--- src/rtl/pio_timer_pkg.sv ---
package pio_timer_pkg;

  localparam int CNT_W = 5;

  typedef enum logic [1:0] {
    ST_IDLE,
    ST_ACT,
    ST_REC,
    ST_DONE
  } seq_state_e;

  typedef struct packed {
    logic [CNT_W-1:0] act;
    logic [CNT_W-1:0] rec;
  } phase_cnt_t;

  localparam logic [1:0] ADDR_TIM0 = 2'd0;
  localparam logic [1:0] ADDR_CFG  = 2'd1;
  localparam logic [1:0] ADDR_TIM1 = 2'd2;
  localparam logic [1:0] ADDR_CTRL = 2'd3;

  function automatic logic [CNT_W-1:0] clamp_cnt(input int v, input int lo, input int hi);
    int r;
    r = v;
    if (r < lo) r = lo;
    if (r > hi) r = hi;
    return CNT_W'(r);
  endfunction

endpackage

--- src/rtl/pio_regs.sv ---
module pio_regs
  import pio_timer_pkg::*;
#(
  parameter bit DUAL         = 1'b1,
  parameter bit IDE_PRIMARY  = 1'b1,
  parameter bit CTRL_BASE_HI = 1'b0
) (
  input  logic       clk,
  input  logic       rst_n,
  input  logic       bus_slow,
  input  logic       wr,
  input  logic [1:0] addr,
  input  logic [7:0] wdata,
  output logic [7:0] rdata,
  output logic [7:0] tim0,
  output logic [7:0] tim1,
  output logic       map_by_drive
);

  localparam logic [3:0] ID_CODE  = DUAL ? 4'b1010 : 4'b1100;
  localparam logic [7:0] TIM_RST  = DUAL ? 8'h00 : 8'h08;
  localparam logic [7:0] TIM_OR   = DUAL ? 8'h00 : 8'h08;
  localparam logic [7:0] CTRL_RST = 8'h5F;

  logic [7:0] cfg_byte;
  logic [7:0] tim0_q;

  assign cfg_byte = {ID_CODE, DUAL, bus_slow, CTRL_BASE_HI, IDE_PRIMARY};

  always_ff @(posedge clk) begin
    if (!rst_n)                        tim0_q <= TIM_RST;
    else if (wr && addr == ADDR_TIM0)  tim0_q <= wdata | TIM_OR;
  end
  assign tim0 = tim0_q;

  generate
    if (DUAL) begin : g_dual
      logic [7:0] tim1_q;
      logic [7:0] ctrl_q;

      always_ff @(posedge clk) begin
        if (!rst_n) begin
          tim1_q <= TIM_RST;
          ctrl_q <= CTRL_RST;
        end else if (wr) begin
          if (addr == ADDR_TIM1) tim1_q <= wdata;
          if (addr == ADDR_CTRL) ctrl_q <= wdata;
        end
      end

      always_comb begin
        unique case (addr)
          ADDR_TIM0: rdata = tim0_q;
          ADDR_CFG:  rdata = cfg_byte;
          ADDR_TIM1: rdata = tim1_q;
          default:   rdata = ctrl_q;
        endcase
      end

      assign tim1         = tim1_q;
      assign map_by_drive = ctrl_q[0];
    end else begin : g_single
      always_comb begin
        unique case (addr)
          ADDR_TIM0: rdata = tim0_q;
          ADDR_CFG:  rdata = cfg_byte;
          default:   rdata = 8'h00;
        endcase
      end

      assign tim1         = 8'h00;
      assign map_by_drive = 1'b0;
    end
  endgenerate

endmodule

--- src/rtl/pio_count_decode.sv ---
module pio_count_decode
  import pio_timer_pkg::*;
#(
  parameter bit DUAL = 1'b1
) (
  input  logic [7:0] timing,
  input  logic       bus_slow,
  output phase_cnt_t cnt
);

  int act_ofs, act_min, act_max;
  int rec_ofs, rec_min, rec_max;

  always_comb begin
    if (DUAL) begin
      act_ofs = 17; act_min = 2; act_max = 17;
      rec_ofs = 15; rec_min = 2; rec_max = 15;
    end else if (bus_slow) begin
      act_ofs = 17; act_min = 2; act_max = 9;
      rec_ofs = 15; rec_min = 0; rec_max = 15;
    end else begin
      act_ofs = 16; act_min = 1; act_max = 8;
      rec_ofs = 18; rec_min = 3; rec_max = 18;
    end
    cnt.act = clamp_cnt(act_ofs - int'(timing[3:0]), act_min, act_max);
    cnt.rec = clamp_cnt(rec_ofs - int'(timing[7:4]), rec_min, rec_max);
  end

endmodule

--- src/rtl/pio_seq.sv ---
module pio_seq
  import pio_timer_pkg::*;
(
  input  logic       clk,
  input  logic       rst_n,
  input  logic       req_valid,
  input  logic       req_write,
  input  phase_cnt_t cnt,
  output logic       req_ready,
  output logic       strobe_rd,
  output logic       strobe_wr,
  output logic       done
);

  seq_state_e       state_q;
  logic [CNT_W-1:0] left_q;
  logic [CNT_W-1:0] rec_q;
  logic             dir_q;
  logic             accept;

  assign req_ready = (state_q == ST_IDLE) || (state_q == ST_DONE);
  assign accept    = req_valid && req_ready;

  always_ff @(posedge clk) begin
    if (!rst_n) begin
      state_q <= ST_IDLE;
      left_q  <= '0;
      rec_q   <= '0;
      dir_q   <= 1'b0;
    end else begin
      unique case (state_q)
        ST_IDLE, ST_DONE: begin
          if (accept) begin
            state_q <= ST_ACT;
            left_q  <= cnt.act - 1'b1;
            rec_q   <= cnt.rec;
            dir_q   <= req_write;
          end else begin
            state_q <= ST_IDLE;
          end
        end
        ST_ACT: begin
          if (left_q == '0) begin
            if (rec_q == '0) begin
              state_q <= ST_DONE;
            end else begin
              state_q <= ST_REC;
              left_q  <= rec_q - 1'b1;
            end
          end else begin
            left_q <= left_q - 1'b1;
          end
        end
        default: begin
          if (left_q == '0) state_q <= ST_DONE;
          else              left_q  <= left_q - 1'b1;
        end
      endcase
    end
  end

  assign strobe_rd = (state_q == ST_ACT) && !dir_q;
  assign strobe_wr = (state_q == ST_ACT) &&  dir_q;
  assign done      = (state_q == ST_DONE);

endmodule

--- src/rtl/pio_strobe_timer.sv ---
module pio_strobe_timer
  import pio_timer_pkg::*;
#(
  parameter bit DUAL         = 1'b1,
  parameter bit IDE_PRIMARY  = 1'b1,
  parameter bit CTRL_BASE_HI = 1'b0
) (
  input  logic       clk,
  input  logic       rst_n,
  input  logic       bus_slow,
  input  logic       reg_wr,
  input  logic [1:0] reg_addr,
  input  logic [7:0] reg_wdata,
  output logic [7:0] reg_rdata,
  input  logic       req_valid,
  output logic       req_ready,
  input  logic       req_chan,
  input  logic       req_drive,
  input  logic       req_write,
  output logic       strobe_rd,
  output logic       strobe_wr,
  output logic       done
);

  logic [7:0] tim0, tim1, tim_sel;
  logic       map_by_drive;
  logic       use_tim1;
  phase_cnt_t cnt;

  pio_regs #(
    .DUAL(DUAL), .IDE_PRIMARY(IDE_PRIMARY), .CTRL_BASE_HI(CTRL_BASE_HI)
  ) u_regs (
    .clk(clk), .rst_n(rst_n), .bus_slow(bus_slow),
    .wr(reg_wr), .addr(reg_addr), .wdata(reg_wdata), .rdata(reg_rdata),
    .tim0(tim0), .tim1(tim1), .map_by_drive(map_by_drive)
  );

  generate
    if (DUAL) begin : g_map_dual
      assign use_tim1 = map_by_drive ? req_drive : req_chan;
    end else begin : g_map_single
      assign use_tim1 = 1'b0 & (req_drive ^ req_chan);
    end
  endgenerate

  assign tim_sel = use_tim1 ? tim1 : tim0;

  pio_count_decode #(.DUAL(DUAL)) u_dec (
    .timing(tim_sel), .bus_slow(bus_slow), .cnt(cnt)
  );

  pio_seq u_seq (
    .clk(clk), .rst_n(rst_n),
    .req_valid(req_valid), .req_write(req_write), .cnt(cnt),
    .req_ready(req_ready), .strobe_rd(strobe_rd), .strobe_wr(strobe_wr),
    .done(done)
  );

endmodule

--- config.mk ---
export PLATFORM = sky130hd
export DESIGN_NAME = pio_strobe_timer
export DESIGN_NICKNAME = d
export VERILOG_FILES = /design/src/rtl/pio_timer_pkg.sv /design/src/rtl/pio_regs.sv /design/src/rtl/pio_count_decode.sv /design/src/rtl/pio_seq.sv /design/src/rtl/pio_strobe_timer.sv
export SDC_FILE = /design/constraint.sdc
export NUM_CORES = 1
export LEC_CHECK = 0
export ABC_AREA = 1
export BUFFER_PORTS_ARGS = -buffer_cell sky130_fd_sc_hd__buf_2
export CAP_MARGIN = 20
export CORE_UTILIZATION = 25
export DETAILED_ROUTE_END_ITERATION = 6
export PLACE_DENSITY = 0.45
export SLEW_MARGIN = 20
export SYNTH_ARGS = -nofsm -noshare
export SYNTH_HDL_FRONTEND = slang
export SYNTH_SLANG_ARGS = --single-unit
--- constraint.sdc ---
create_clock -name clk -period 5.34 [get_ports clk]
set_input_delay 0.267 -clock clk [delete_from_list [all_inputs] [get_ports clk]]
set_output_delay 0.267 -clock clk [all_outputs]
set_load 0.05 [all_outputs]
# Yosys cells after proc, flatten, opt, wreduce, memory -nomap -nowiden
# Cells that the tools add are included.
dict set report word_totals {
  regBits 37
  latch_bits 0
  ramBits 0
  mem_bits_ro 0
  inputBits 18
  output_inout_bits 12
  elab_cells 59
  n_memories 0
}
dict set report op_classes {
  addsub 5
  n_mul 0
  n_div 0
  order_cmp 4
  eq_ne 9
  shift 0
  mux 17
  bitwise 0
  reduce_logical 17
}
# cell n
set op_table {}
lappend op_table {{less-than comparator 32 x 3 -> 1 bit, second input constant} 2}
lappend op_table {{two-way mux 32 bit} 2}
lappend op_table {{> comparator 32 x 5 -> 1 bit, second input constant} 1}
lappend op_table {{> comparator 32 x 6 -> 1 bit, second input constant} 1}
lappend op_table {{two-way mux 5 bit} 6}
lappend op_table {{case mux 8 bit (3 select lines)} 1}
lappend op_table {{subtractor 5 x 1 -> 5 bit, second input constant} 3}
lappend op_table {{zero test 5 bit} 2}
lappend op_table {{case mux 5 bit (2 select lines)} 1}
lappend op_table {{two-way mux 8 bit} 1}
lappend op_table {{AND reduction 2 bit} 4}
lappend op_table {{equality test 2 bit, second input constant} 3}
lappend op_table {{inequality test 3 bit, second input constant} 2}
lappend op_table {{subtractor 5 x 4 -> 6 bit, first input constant} 1}
lappend op_table {{subtractor 4 x 4 -> 5 bit, first input constant} 1}
lappend op_table {{equality test 2 x 1 -> 1 bit, second input constant} 2}
lappend op_table {{logical AND 1 bit} 4}
lappend op_table {{zero test 2 bit} 2}
lappend op_table {{two-way mux 2 bit} 2}
lappend op_table {{inequality test 2 x 1 -> 1 bit, second input constant} 2}
lappend op_table {{case mux 2 bit (2 select lines)} 1}
lappend op_table {{two-way mux 1 bit} 3}
lappend op_table {{AND reduction 3 bit} 1}
lappend op_table {{nonzero test 2 bit} 1}
lappend op_table {{3 further kinds} 3}

# Logic depth before layout (Yosys ltp)
# Gate-level depths: netlist of the first run.
dict set report logic_depth {
  word_depth 10
  depth_mapped 17
  depth_no_buf 17
}

# Modules after synthesis
# From an unflattened synthesis of the first run, not the netlist that was laid out.
dict set report hier_totals {
  cells_unflattened 402
  hier_area_um2 2489.9
}
# module n_inst cells_each area_per_inst_um2 seq_area_each_um2
set by_module_without_submodules {}
lappend by_module_without_submodules {pio_regs 1 195 1268.7 480.5}
lappend by_module_without_submodules {pio_seq 1 146 938.4 260.2}
lappend by_module_without_submodules {pio_count_decode 1 30 146.4 0.0}
lappend by_module_without_submodules {pio_strobe_timer 1 31 136.4 0.0}

# Worst setup path before layout of the first run
# OpenSTA, ideal clock, no wires.
dict set report synth_path {
  kind {reg-to-reg}
  start {register u_regs.g_dual.ctrl_q[0]}
  end {register u_seq.left_q[4]}
  setup_time_ns 0.070
  arrival_time_ns 2.185
  t_required_ns 5.270
  setup_slack_ns 3.085
  path_stages_with_launch 16
  n_path_buf 0
  path_cell_list {dfxtp_1 -> inv_2 -> nand2_4 -> nand3_1 -> nand2_4 -> inv_1 -> ha_1 -> nor2_4 -> nand4_1 -> nand2_2 -> and2_4 -> ha_1 -> inv_1 -> o31ai_1 -> o2111ai_1 -> a21oi_1}
}
dict set report synth_via {
  elab_chain_len 10
}
# element line_no
set synth_lines {}
lappend synth_lines {{start: declaration} pio_regs.sv:39} ;# logic [7:0] ctrl_q;
lappend synth_lines {{start signal: assignment} pio_regs.sv:47} ;# if (addr == ADDR_CTRL) ctrl_q <= wdata;
lappend synth_lines {{two-way mux 1 bit (*)} pio_strobe_timer.sv:40} ;# assign use_tim1 = map_by_drive ? req_drive : req_chan;
lappend synth_lines {{two-way mux 8 bit (*)} pio_strobe_timer.sv:46} ;# assign tim_sel = use_tim1 ? tim1 : tim0;
lappend synth_lines {{subtractor 5 x 4 -> 6 bit (*)} pio_count_decode.sv:25} ;# cnt.act = clamp_cnt(act_ofs - int'(timing[3:0]), act_min, act_max);
lappend synth_lines {{less-than comparator 32 x 3 -> 1 bit} pio_timer_pkg.sv:25} ;# if (r < lo) r = lo;
lappend synth_lines {{two-way mux 32 bit (*)} pio_timer_pkg.sv:25}
lappend synth_lines {{> comparator 32 x 6 -> 1 bit} pio_timer_pkg.sv:26} ;# if (r > hi) r = hi;
lappend synth_lines {{two-way mux 5 bit (*)} pio_timer_pkg.sv:26}
lappend synth_lines {{subtractor 5 x 1 -> 5 bit (*)} pio_seq.sv:35} ;# left_q <= cnt.act - 1'b1;
lappend synth_lines {{two-way mux 5 bit (*)} pio_seq.sv:33} ;# if (accept) begin
lappend synth_lines {{case mux 5 bit (2 select lines) (*)} pio_seq.sv:31} ;# unique case (state_q)
lappend synth_lines {{end signal: assignment} pio_seq.sv:35}
lappend synth_lines {{end signal: assignment} pio_seq.sv:48} ;# left_q <= rec_q - 1'b1;
lappend synth_lines {{end signal: assignment} pio_seq.sv:51} ;# left_q <= left_q - 1'b1;
lappend synth_lines {{end: declaration} pio_seq.sv:16} ;# logic [CNT_W-1:0] left_q;
# Mark *: on every way between the ends. The rest lies on a longest branch, timed or not. The select of a mux whose other input is x is not followed.
# A chain may end at the register's enable or synchronous reset.

# Final worst setup path of the first run
# Ends and elaborated chain as after synthesis.

==> results.rst, run 1 <==
.. list-table::
   :header-rows: 1

   * - Metric
     - Value
   * - Count of buffers added by post-CTS timing repair for setup
     - 0
   * - Number of H-tree levels
     - 2
   * - Layer with the highest usage
     - met2
   * - Net Count, Synth
     - 337
   * - Initial DRC Count
     - 82
   * - Minimum period implied by the final worst setup slack
     - 2460 ps
   * - Cell area power density
     - 424 nW/um2
   * - Grt met3 use
     - 0.0266
   * - Number of diodes added for antenna fixing
     - 0
   * - Master of the slowest instance on the critical path
     - sky130_fd_sc_hd__dfxtp_1
   * - Period Utilization, post-route
     - 0.461
   * - Hold bufs inserted after CTS
     - 0
   * - Area overhead of the layout relative to synthesis
     - 15.9%
   * - CP bufs+invs
     - 2
   * - Yosys warning total
     - 0
   * - Antenna violations before repair
     - 0
   * - Overflow left after global routing
     - 0
   * - Clock power frac
     - 0.201
   * - Met2 GRT Util
     - 0.232
   * - Max-slew violations
     - 0
   * - Residual antenna-violating net count after detailed routing
     - 0
   * - Leak pwr
     - 1.10 nW
   * - Required time at the endpoint of the critical path
     - 5570 ps
   * - List of cells traversed by the critical path
     - nand2_2, nand2_4, nand2_4, nand2_4, inv_1, ha_1, nor2_4, nand4_1, nand2_2, and2_4, ha_1, inv_1, o31ai_1, o2111ai_1, a21oi_1
   * - Sequential fraction of design power
     - 0.332
   * - Sequential area share after synthesis
     - 0.337
   * - Maximum clock path buffer count
     - 2
   * - Hold Vio Cnt, Final
     - 0
   * - CTS-repair resized insts
     - 0
   * - Maximum number of pins on one net before global-route repair
     - 31
   * - Row count
     - 33
   * - Worst Tran Pin Value
     - 527 ps
   * - Full die area
     - 8930 um2
   * - Int Power
     - 0.581 mW
   * - CP top delay family
     - simple AND/OR/NAND/NOR gates
   * - Clock tree from TritonCTS
     - done
   * - Hold/Removal Path Class
     - primary input to flip-flop
   * - Post-synthesis cell area
     - 2140 um2
   * - CTS Buf Count
     - 5
   * - Weighted congestion at the end of routability-driven global placement
     - approximately 0.78
   * - Reported max-cap violation count
     - 0
   * - Crit. path cell count
     - 15
   * - Highest clock rate
     - 406 MHz
   * - Setup repair after global routing missed its margin
     - no
   * - Via-to-Cell Ratio
     - 4.63
   * - Fraction of final layout cells sized beyond drive strength 1
     - 0.193
   * - Clock-pin slew on the worst setup and hold paths
     - approximately 80 ps
   * - Die width
     - 94.5 um
   * - Vias in the first global route
     - 1982
   * - Normalized max-slew margin
     - 0.649
   * - Crit path largest cell delay
     - 370 ps
   * - Count of pins on the block boundary
     - 30
   * - Total setup violations reported at the end of the flow
     - 0
   * - Total routed wirelength
     - around 5.5 mm
   * - Total routing resource utilization after global routing
     - 0.136
   * - Count of cells along the worst hold path
     - 3
   * - Starting Density
     - 0.259
   * - PortBufs
     - 29
   * - Die Height
     - 94.5 um
   * - Start-to-end type of the worst setup path
     - flip-flop to flip-flop
   * - Total Negative Setup Slacks
     - 0 ps
   * - IR drop worst, VDD
     - 0.000142 V
   * - Met1 track demand over resource
     - 0.176
   * - Top cell by count, worst path
     - sky130_fd_sc_hd__nand2_4
   * - Cells after Synth
     - 311
   * - Sort of element at the end of the critical path
     - flip-flop
   * - Detail-routed net length per standard cell
     - ~12 um
   * - Net Switching
     - 0.470 mW
   * - Root cell of the clock tree
     - sky130_fd_sc_hd__clkbuf_8
   * - Core Box Area
     - ~8300 um2
   * - CP Data Arrival Time
     - 2690 ps
   * - Number of nets at the end of the flow
     - 367
   * - Drc violations
     - 0
   * - Wire length of the first global-routing pass
     - 9.47 mm
   * - R2R depth
     - 15
   * - Switching power as a share of total power
     - 0.447
   * - Combinational share of power
     - 0.467
   * - CTS sink count
     - 36
   * - CP Max Fanout
     - 13
   * - Result of the run
     - complete, no violations
   * - Critical path launch point type
     - flip-flop
   * - Later-pin clock latency in the skew report
     - 290 ps
   * - Post-synth cell types
     - 32
   * - Via count
     - between 2000 and 2500
   * - Total iterations of the first detailed-routing run
     - 4
   * - Syn_area_per_cell
     - 6.88 um2
   * - Sum of net half-perimeters after detailed placement
     - 4.12 mm
   * - Flop and latch count out of synthesis
     - 36
   * - Worst setup timing slack at the placement stage
     - 2870 ps
   * - Worst clock skew
     - approximately 4.7 ps
   * - Setup WS post-layout
     - 2880 ps
power by group through the flow:
stage / combinational (mW) / sequential, mW / clock, mW
final: 0.491 / 0.349 / 0.211
after CTS: 0.496 / 0.349 / 0.216
after global routing: 0.561 / 0.354 / 0.228
after global placement: 0.497 / 0.354 / 0
after floorplan: 0.395 / 0.345 / 0
after detailed placement: 0.494 / 0.355 / 0
synthesized netlist by cell type:
master,n,area [um2]
sky130_fd_sc_hd__a21oi_1,32,160
sky130_fd_sc_hd__a21oi_2,1,8.76
sky130_fd_sc_hd__a31oi_1,2,12.5
sky130_fd_sc_hd__and2_4,1,8.76
sky130_fd_sc_hd__buf_2,1,5.00
sky130_fd_sc_hd__buf_6,1,11.3
sky130_fd_sc_hd__clkbuf_1,4,15.0
sky130_fd_sc_hd__clkinv_1,2,7.51
sky130_fd_sc_hd__dfxtp_1,36,721
sky130_fd_sc_hd__ha_1,8,100
sky130_fd_sc_hd__inv_1,41,154
sky130_fd_sc_hd__inv_2,6,22.5
sky130_fd_sc_hd__nand2_1,52,195
sky130_fd_sc_hd__nand2_2,8,50.1
sky130_fd_sc_hd__nand2_4,5,56.3
sky130_fd_sc_hd__nand3_1,21,105
sky130_fd_sc_hd__nand4_1,2,12.5
sky130_fd_sc_hd__nor2_1,21,78.8
sky130_fd_sc_hd__nor2_2,3,18.8
sky130_fd_sc_hd__nor2_4,2,22.5
sky130_fd_sc_hd__nor3_1,2,10.0
sky130_fd_sc_hd__nor3b_2,1,12.5
sky130_fd_sc_hd__o2111ai_1,2,17.5
sky130_fd_sc_hd__o211ai_1,4,30.0
sky130_fd_sc_hd__o21a_1,1,7.51
sky130_fd_sc_hd__o21a_4,1,15.0
sky130_fd_sc_hd__o21ai_0,34,170
sky130_fd_sc_hd__o21ai_1,11,55.1
sky130_fd_sc_hd__o21ai_2,1,8.76
sky130_fd_sc_hd__o22ai_2,1,12.5
sky130_fd_sc_hd__o31ai_1,1,7.51
sky130_fd_sc_hd__xor2_1,3,26.3
per-stage QoR:
| step | area [um2] | hold slack [ps] | power (mW) | util | std cells |
|---|---|---|---|---|---|
| floorplan | 2140 | 393 | 0.740 | - | 311 |
| global placement | 2380 | 434 | 0.851 | 0.289 | 439 |
| detailed placement | 2380 | 442 | 0.849 | 0.289 | 439 |
| CTS | 2480 | 215 | 1.06 | 0.300 | 447 |
| global route | 2480 | 242 | 1.14 | 0.300 | 447 |
| finish | 2480 | 220 | 1.05 | 0.300 | 447 |
worst reg2reg max path, delay by kind of cell, from the launching register on:
family	cells	cell delay, ps
AO/OA/AOI/OAI	3	480
adder cells (fa/ha/maj)	2	480
buffers and inverters	2	120
flip-flops	1	370
AND/OR/NAND/NOR	8	930
state kept, by name (all words and copies together), names as in the netlist:
signal                flops
u_seq.state_q             2
u_seq.left_q              5
u_regs.tim1               8
u_regs.tim0               8
u_regs.g_dual.ctrl_q      8
u_seq.rec_q               4
u_seq.dir_q               1
cell usage in the layout (no fill, tap or decap), types with 3 or more instances in the layout:
| cell type | count |
|---|---|
| sky130_fd_sc_hd__buf_2 | 29 |
| sky130_fd_sc_hd__nand2_1 | 52 |
| sky130_fd_sc_hd__xor2_1 | 3 |
| sky130_fd_sc_hd__inv_2 | 6 |
| sky130_fd_sc_hd__nor2_2 | 3 |
| sky130_fd_sc_hd__clkbuf_8 | 6 |
| sky130_fd_sc_hd__a21oi_1 | 32 |
| sky130_fd_sc_hd__o211ai_1 | 4 |
| sky130_fd_sc_hd__nor2_1 | 21 |
| sky130_fd_sc_hd__dfxtp_1 | 36 |
| sky130_fd_sc_hd__nand2_4 | 5 |
| sky130_fd_sc_hd__nand3_1 | 21 |
| sky130_fd_sc_hd__nand2_2 | 8 |
| sky130_fd_sc_hd__o21ai_1 | 11 |
| sky130_fd_sc_hd__inv_1 | 41 |
| sky130_fd_sc_hd__ha_1 | 8 |
| sky130_fd_sc_hd__o21ai_0 | 34 |
metal layers:
layer | routed length (um) | part of all wire
met5 | 0 | 0
met4 | 43 | 0.0078
met3 | 175 | 0.032
met2 | 2560 | 0.46
met1 | 2770 | 0.50
path summary, 6_finish.rpt:
path / startpoint / to / slack, ps
max: u_regs.g_dual.ctrl_q[0] / u_seq.left_q[4] / 2880
min: reg_wdata[1] / u_regs.g_dual.ctrl_q[1] / 220
max reg2reg: u_regs.g_dual.ctrl_q[0] / u_seq.left_q[4] / 2880
min reg2reg: u_regs.g_dual.ctrl_q[5] / u_regs.g_dual.ctrl_q[5] / 450
area by class of cell:
type                            instances  area, um2
Multi-Input combinational cell        220       1200
Timing Repair Buffer                   29        145
Fill cell                             923       5780
Clock buffer                            7       86.3
Sequential cell                        36        721
Clock inverter                          1       7.51
Tap cell                              105        131
Inverter                               49        184
cell families after synthesis:
kind of cell / count (synthesis) / synth area share
flops: 36 / 0.337
buf+inv: 55 / 0.101
xor+xnor: 3 / 0.0123
simple gates: 118 / 0.267
fa+ha+maj: 8 / 0.0468
compound gates: 91 / 0.236
(Power assumes the default switching activity.)
==> run 2: changes to the inputs <==
--- a/config.mk
+++ b/config.mk
@@ -10,7 +10,7 @@
 export CAP_MARGIN = 20
 export CORE_UTILIZATION = 25
 export DETAILED_ROUTE_END_ITERATION = 6
-export PLACE_DENSITY = 0.45
+export PLACE_DENSITY = 0.47
 export SLEW_MARGIN = 20
 export SYNTH_ARGS = -nofsm -noshare
 export SYNTH_HDL_FRONTEND = slang
==> constraint.sdc (replaced) <==
create_clock -name clk -period 2 [get_ports clk]
set_input_delay 0.1 -clock clk [delete_from_list [all_inputs] [get_ports clk]]
set_output_delay 0.1 -clock clk [all_outputs]
set_load 0.05 [all_outputs]
==> run 2 against run 1 <==
Against the previous run:
- the run now ends with negative setup slack left
- largest power group unchanged
- global-route usage up 0.45 points
- largest cell class unchanged
- clock-buffer cell count down 1
- highest routed layer unchanged
- critical path depth up 1
==> results.rst, run 2 (synthesis gave the netlist of run 1 again) <==
.. list-table::
   :header-rows: 1

   * - Metric
     - Value
   * - Via-to-Cell Ratio
     - 4.57
   * - Setup repair after global routing missed its margin
     - yes
   * - Top library cells by usage in the layout, fill and taps aside
     - sky130_fd_sc_hd__nand2_1 (51), sky130_fd_sc_hd__inv_1 (39), sky130_fd_sc_hd__dfxtp_1 (35), sky130_fd_sc_hd__o21ai_0 (33), sky130_fd_sc_hd__a21oi_1 (32)
   * - Core Box Area
     - 8260 um2
   * - Period Utilization, post-route
     - 1.05
   * - Net Switching
     - 1.28 mW
   * - Power after layout
     - about 3.0 mW
   * - Clock-pin slew on the worst setup and hold paths
     - around 80 ps
   * - Normalized max-slew margin
     - 0.712
   * - Drc violations
     - 0
   * - Hold/Removal Path Class
     - primary input to flip-flop
   * - Wire length of the first global-routing pass
     - 9.78 mm
   * - Critical path launch point type
     - flip-flop
   * - Violated checks
     - negative setup slack
   * - Cell area power density
     - 1110 nW/um2
   * - Number of diodes added for antenna fixing
     - 0
   * - Worst hold margin
     - between 50 and 60 ps
   * - Die Height
     - 94.5 um
   * - Max-slew violations
     - 0
   * - Clock power frac
     - 0.212
   * - Residual antenna-violating net count after detailed routing
     - 0
   * - Total routing resource utilization after global routing
     - 0.141
   * - Full die area
     - 8930 um2
   * - Hold Vio Cnt, Final
     - 0
   * - Vias in the first global route
     - 2105
   * - Weighted congestion at the end of routability-driven global placement
     - 0.853
   * - Antenna violations before repair
     - 0
   * - Worst clock skew
     - 7.33 ps
   * - Total routed wirelength
     - 5.79 mm
   * - Placed cell count
     - 456
   * - Highest clock rate
     - 478 MHz
   * - Finished layout cell area
     - 2700 um2
   * - Later-pin clock latency in the skew report
     - a little under 300 ps
   * - Total Negative Setup Slacks
     - -144 ps
   * - Worst Tran Pin Value
     - 431 ps
   * - Worst setup timing slack at the placement stage
     - -154 ps
   * - Placed instance area
     - 2540 um2
   * - Starting Density
     - 0.259
   * - Total setup violations reported at the end of the flow
     - 3
   * - Leak pwr
     - 1.22 nW
   * - Detail-routed net length per standard cell
     - 12.4 um
   * - Most frequent standard cell in the layout excluding fill and tap cells
     - sky130_fd_sc_hd__nand2_1
   * - Clock tree from TritonCTS
     - done
   * - Result of the run
     - finished, violations left
   * - Overflow left after global routing
     - 0
   * - Setup WS post-layout
     - -92.4 ps
   * - CTS Buf Count
     - 5
   * - Final core area utilization
     - 0.327
   * - PortBufs
     - 29
   * - Initial DRC Count
     - a little over 100
   * - Row count
     - 33
   * - Total iterations of the first detailed-routing run
     - 4
   * - Fraction of final layout cells sized beyond drive strength 1
     - 0.270
   * - Int Power
     - 1.73 mW
   * - Reported max-cap violation count
     - 0
   * - Required time at the endpoint of the critical path
     - 2220 ps
   * - Switching power as a share of total power
     - 0.426
   * - CTS sink count
     - 36
   * - Fillcell total
     - 948
   * - Minimum period implied by the final worst setup slack
     - 2090 ps
   * - CP Max Fanout
     - 4
   * - Layout Cells excl Fill
     - 468
   * - Number of nets at the end of the flow
     - 388
   * - IR drop worst, VDD
     - 0.000341 V
   * - Sum of net half-perimeters after detailed placement
     - 4.43 mm
   * - Start-to-end type of the worst setup path
     - flip-flop to flip-flop
   * - CP Data Arrival Time
     - 2310 ps
   * - Number of H-tree levels
     - 2
   * - Count of pins on the block boundary
     - 30
   * - Sequential fraction of design power
     - 0.310
   * - Area overhead of the layout relative to synthesis
     - 26.4%
   * - Sort of element at the end of the critical path
     - flip-flop
   * - Maximum clock path buffer count
     - 2
   * - Die width
     - 94.5 um
   * - Root cell of the clock tree
     - sky130_fd_sc_hd__clkbuf_8
   * - Via count
     - 2137
   * - Maximum number of pins on one net before global-route repair
     - 26
   * - Combinational share of power
     - 0.478
==> run 2: cell count changes in the layout (fill, tap and decap cells not counted), sizes merged <==
| cell | change |
|---|---|
| clkbuf | -1 |
| bufinv | +1 |
| clkinv | +1 |
| clkinvlp | -1 |
| buf | +21 |
==> run 2: worst paths after layout <==
kind                             endpoint                     from  slack, ps  cells after the start
setup / recovery          u_seq.left_q[4]  u_regs.g_dual.ctrl_q[0]        -90                     16
hold / removal    u_regs.g_dual.ctrl_q[2]             reg_wdata[2]         60                      3
setup reg to reg          u_seq.left_q[4]  u_regs.g_dual.ctrl_q[0]        -90                     16
hold reg to reg   u_regs.g_dual.ctrl_q[7]  u_regs.g_dual.ctrl_q[7]        450                      2
==> run 2: repair_timing <==
action / CTS / global route
gates resized for setup: 5 / 1
setup buffers: 2 / 2
pin swaps: 7 / 3
setup endpoints to repair: 3 / 4
hold buffers: 0 / 0
==> run 2: cell type report <==
cell class,instances,area [um2],area share
Multi-Input combinational cell,220,1250,0.463
Clock buffer,6,72.6,0.0269
Sequential cell,36,722,0.267
Tap cell,105,131,0.0486
Timing Repair Buffer,50,303,0.112
Clock inverter,2,35.0,0.0130
Inverter,49,186,0.0690
==> run 2: critical path, cell delays in order (launching register included) <==
cell and delay, ps:
sky130_fd_sc_hd__dfxtp_2 340, sky130_fd_sc_hd__inv_2 80, sky130_fd_sc_hd__nand2_4 80, sky130_fd_sc_hd__nand2_4 70, sky130_fd_sc_hd__nand2_4 50, sky130_fd_sc_hd__nand2_4 80
sky130_fd_sc_hd__inv_4 40, sky130_fd_sc_hd__ha_4 240, sky130_fd_sc_hd__nor2_4 90, sky130_fd_sc_hd__nand4_1 130, sky130_fd_sc_hd__nand2_2 80, sky130_fd_sc_hd__and2_4 150
sky130_fd_sc_hd__ha_4 110, sky130_fd_sc_hd__inv_2 40, sky130_fd_sc_hd__o31ai_2 170, sky130_fd_sc_hd__o2111ai_1 140, sky130_fd_sc_hd__a21oi_1 130
==> run 2: power by group through the flow <==
| stage | Clock [mW] | Sequential, mW | Combinational [mW] |
|---|---|---|---|
| after floorplan | 0 | 0.921 | 1.07 |
| after global placement | 0 | 0.947 | 1.40 |
| after detailed placement | 0 | 0.946 | 1.41 |
| after CTS | 0.662 | 0.930 | 1.43 |
| after global routing | 0.690 | 0.948 | 1.63 |
| final | 0.638 | 0.932 | 1.44 |
==> run 2: metal layers <==
layer / track usage / wire [um] / share of wire
met1: 0.181 / 2790 / 0.48
met2: 0.237 / 2740 / 0.47
met3: 0.0290 / 188 / 0.032
met4: 0.0404 / 79 / 0.014
met5: 0 / 0 / 0
==> run 3: changes to the inputs <==
--- a/config.mk
+++ b/config.mk
@@ -10,7 +10,8 @@
 export CAP_MARGIN = 20
 export CORE_UTILIZATION = 25
 export DETAILED_ROUTE_END_ITERATION = 6
-export PLACE_DENSITY = 0.47
+export PLACE_DENSITY = 0.45
+export RECOVER_POWER = 100
 export SLEW_MARGIN = 20
 export SYNTH_ARGS = -nofsm -noshare
 export SYNTH_HDL_FRONTEND = slang
==> constraint.sdc (replaced) <==
create_clock -name clk -period 2.7 [get_ports clk]
set_input_delay 0.135 -clock clk [delete_from_list [all_inputs] [get_ports clk]]
set_output_delay 0.135 -clock clk [all_outputs]
set_load 0.05 [all_outputs]
==> run 3 against run 2 <==
Against the previous run:
- the run now ends clean
- critical path depth unchanged
- first-iteration DRC count down 48%
- clock skew about the same
- final cell count down 4.5%
- total power down 33%
- critical path type unchanged
- critical endpoint unchanged
- largest power group unchanged
- highest routed layer unchanged
==> results.rst, run 3 (synthesis gave the netlist of run 1 again) <==
.. list-table::
   :header-rows: 1

   * - Metric
     - Value
   * - Highest clock rate
     - 408 MHz
   * - Sequential fraction of design power
     - 0.337
   * - Worst setup timing slack at the placement stage
     - roughly 210 ps
   * - Antenna violations before repair
     - 0
   * - Combinational share of power
     - 0.458
   * - Total setup violations reported at the end of the flow
     - 0
   * - Row count
     - 33
   * - Setup WS post-layout
     - 246 ps
   * - Die Height
     - 94.5 um
   * - Weighted congestion at the end of routability-driven global placement
     - 0.778
   * - Total routing resource utilization after global routing
     - 0.133
   * - Starting Density
     - 0.259
   * - Reported max-cap violation count
     - 0
   * - CP top delay family
     - simple AND/OR/NAND/NOR gates
   * - Root cell of the clock tree
     - sky130_fd_sc_hd__clkbuf_8
   * - Clock power frac
     - 0.204
   * - Flop-to-flop setup slack
     - between 200 and 250 ps
   * - Residual antenna-violating net count after detailed routing
     - 0
   * - Setup repair after global routing missed its margin
     - no
   * - Top library cells by usage in the layout, fill and taps aside
     - sky130_fd_sc_hd__nand2_1 (52), sky130_fd_sc_hd__inv_1 (41), sky130_fd_sc_hd__o21ai_0 (37), sky130_fd_sc_hd__dfxtp_1 (35), sky130_fd_sc_hd__a21oi_1 (32)
   * - Most frequent standard cell in the layout excluding fill and tap cells
     - sky130_fd_sc_hd__nand2_1
   * - CTS sink count
     - 36
   * - Minimum period implied by the final worst setup slack
     - 2450 ps
   * - Period Utilization, post-route
     - 0.909
   * - Later-pin clock latency in the skew report
     - 290 ps
   * - Via-to-Cell Ratio
     - 4.59
   * - Normalized max-slew margin
     - 0.176
   * - Full die area
     - 8930 um2
   * - Worst clock skew
     - 7.13 ps
   * - Drc violations
     - 0
   * - Clock-pin slew on the worst setup and hold paths
     - approximately 80 ps
   * - Critical path launch point type
     - flip-flop
   * - Via count
     - 2051
   * - Sort of element at the end of the critical path
     - flip-flop
   * - Number of H-tree levels
     - 2
   * - Die width
     - between 90 and 100 um
   * - Crit path largest cell delay
     - 350 ps
   * - Hold Vio Cnt, Final
     - 0
   * - R2R depth
     - 16
   * - Crit. path cell count
     - 16
   * - Vias in the first global route
     - a little under 2000
   * - Int Power
     - 1.13 mW
   * - Fillcell total
     - 969
   * - Result of the run
     - complete, no violations
   * - Total Negative Setup Slacks
     - 0 ps
   * - Initial DRC Count
     - 53
   * - Net Switching
     - 0.902 mW
   * - Detail-routed net length per standard cell
     - 12.5 um
   * - Count of buffers added by post-CTS timing repair for setup
     - 0
   * - Placed cell count
     - 439
   * - Number of diodes added for antenna fixing
     - 0
   * - Cell area power density
     - 828 nW/um2
   * - Required time at the endpoint of the critical path
     - roughly 2900 ps
   * - CTS-repair resized insts
     - 0
   * - CP Max Fanout
     - 13
   * - Top cell by count, worst path
     - sky130_fd_sc_hd__nand2_4
   * - Count of cells along the worst hold path
     - 3
   * - Leak pwr
     - 1.05 nW
   * - Maximum number of pins on one net before global-route repair
     - 31
   * - Worst Tran Pin Value
     - approximately 1200 ps
   * - Power after layout
     - 2.03 mW
   * - Hold bufs inserted after CTS
     - 0
   * - CP bufs+invs
     - 3
   * - Overflow left after global routing
     - 0
   * - Start-to-end type of the worst setup path
     - flip-flop to flip-flop
   * - Wire length of the first global-routing pass
     - 9.25 mm
   * - List of cells traversed by the critical path
     - inv_2, nand2_4, nand2_8, nand2_4, nand2_4, inv_1, ha_1, nor2_4, nand4_1, nand2_2, and2_4, ha_1, inv_1, o31ai_1, o2111ai_1, a21oi_1
   * - Max-slew violations
     - 0
   * - Area overhead of the layout relative to synthesis
     - 14.6%
   * - Core Box Area
     - 8260 um2
   * - Clock tree from TritonCTS
     - done
   * - Finished layout cell area
     - 2450 um2
   * - CP Data Arrival Time
     - 2660 ps
   * - Maximum clock path buffer count
     - 2
   * - CTS Buf Count
     - 5
   * - PortBufs
     - 29
   * - Hold/Removal Path Class
     - primary input to flip-flop
   * - Fraction of final layout cells sized beyond drive strength 1
     - 0.140
   * - Count of pins on the block boundary
     - 30
   * - Switching power as a share of total power
     - 0.445
   * - IR drop worst, VDD
     - 0.000235 V
   * - Sum of net half-perimeters after detailed placement
     - about 4.2 mm
   * - Master of the slowest instance on the critical path
     - sky130_fd_sc_hd__dfxtp_2
   * - Total iterations of the first detailed-routing run
     - 4
   * - Number of nets at the end of the flow
     - 367
   * - Placed instance area
     - 2380 um2
   * - Layout Cells excl Fill
     - between 400 and 500
   * - Total routed wirelength
     - 5.59 mm
## run 3: changes by cell type in the layout (fill, tap and decap cells not counted), sizes merged
cell	delta
clkinvlp	+1
clkbuf	+15
clkinv	-1
buf	-35
bufinv	-1
## run 3: area by class of cell
class	count	area [um2]	share of cell area
Timing Repair Buffer	29	128	0.0521
Inverter	49	184	0.0750
Multi-Input combinational cell	220	1190	0.486
Sequential cell	36	722	0.295
Tap cell	105	131	0.0536
Clock inverter	1	7.51	0.00306
Clock buffer	7	86.3	0.0352
## run 3: worst register-to-register path, stage by stage (launching register included)
cell and delay (ps):
sky130_fd_sc_hd__dfxtp_2 350, sky130_fd_sc_hd__inv_2 90, sky130_fd_sc_hd__nand2_4 90, sky130_fd_sc_hd__nand2_8 120, sky130_fd_sc_hd__nand2_4 60, sky130_fd_sc_hd__nand2_4 90, sky130_fd_sc_hd__inv_1 70, sky130_fd_sc_hd__ha_1 350
sky130_fd_sc_hd__nor2_4 150, sky130_fd_sc_hd__nand4_1 100, sky130_fd_sc_hd__nand2_2 80, sky130_fd_sc_hd__and2_4 140, sky130_fd_sc_hd__ha_1 130, sky130_fd_sc_hd__inv_1 60, sky130_fd_sc_hd__o31ai_1 220, sky130_fd_sc_hd__o2111ai_1 130
sky130_fd_sc_hd__a21oi_1 150
## run 3: power groups by stage
stage | registers, mW | logic [mW] | clock network [mW]
2_1_floorplan | 0.682 | 0.782 | 0
3_3_place_gp | 0.701 | 0.977 | 0
5_1_grt | 0.695 | 1.06 | 0.454
4_1_cts | 0.690 | 0.979 | 0.430
3_5_place_dp | 0.702 | 0.974 | 0
6_report | 0.685 | 0.930 | 0.414
## run 3: stage by stage
| stage | hold slack [ps] | util |
|---|---|---|
| 2_1_floorplan | 261 | - |
| 3_3_place_gp | 386 | 0.289 |
| 3_5_place_dp | 395 | 0.289 |
| 4_1_cts | 91.2 | 0.300 |
| 5_1_grt | 98.5 | 0.297 |
| 6_report | 94.9 | 0.297 |
## run 3: routing by layer
layer	track usage	vias up	part of all wire
met5	0	-	0
met1	0.176	928	0.51
met3	0.0306	2	0.032
met2	0.220	40	0.45
li1	-	1081	-
met4	0.0290	0	0.0027
## run 3: path summary, 6_finish.rpt
check	start	endpoint
worst max-delay path	u_regs.g_dual.ctrl_q[0]	u_seq.left_q[4]
worst min-delay path	req_write	u_seq.dir_q
worst max register to register	u_regs.g_dual.ctrl_q[0]	u_seq.left_q[4]
worst min register to register	u_regs.g_dual.ctrl_q[7]	u_regs.g_dual.ctrl_q[7]
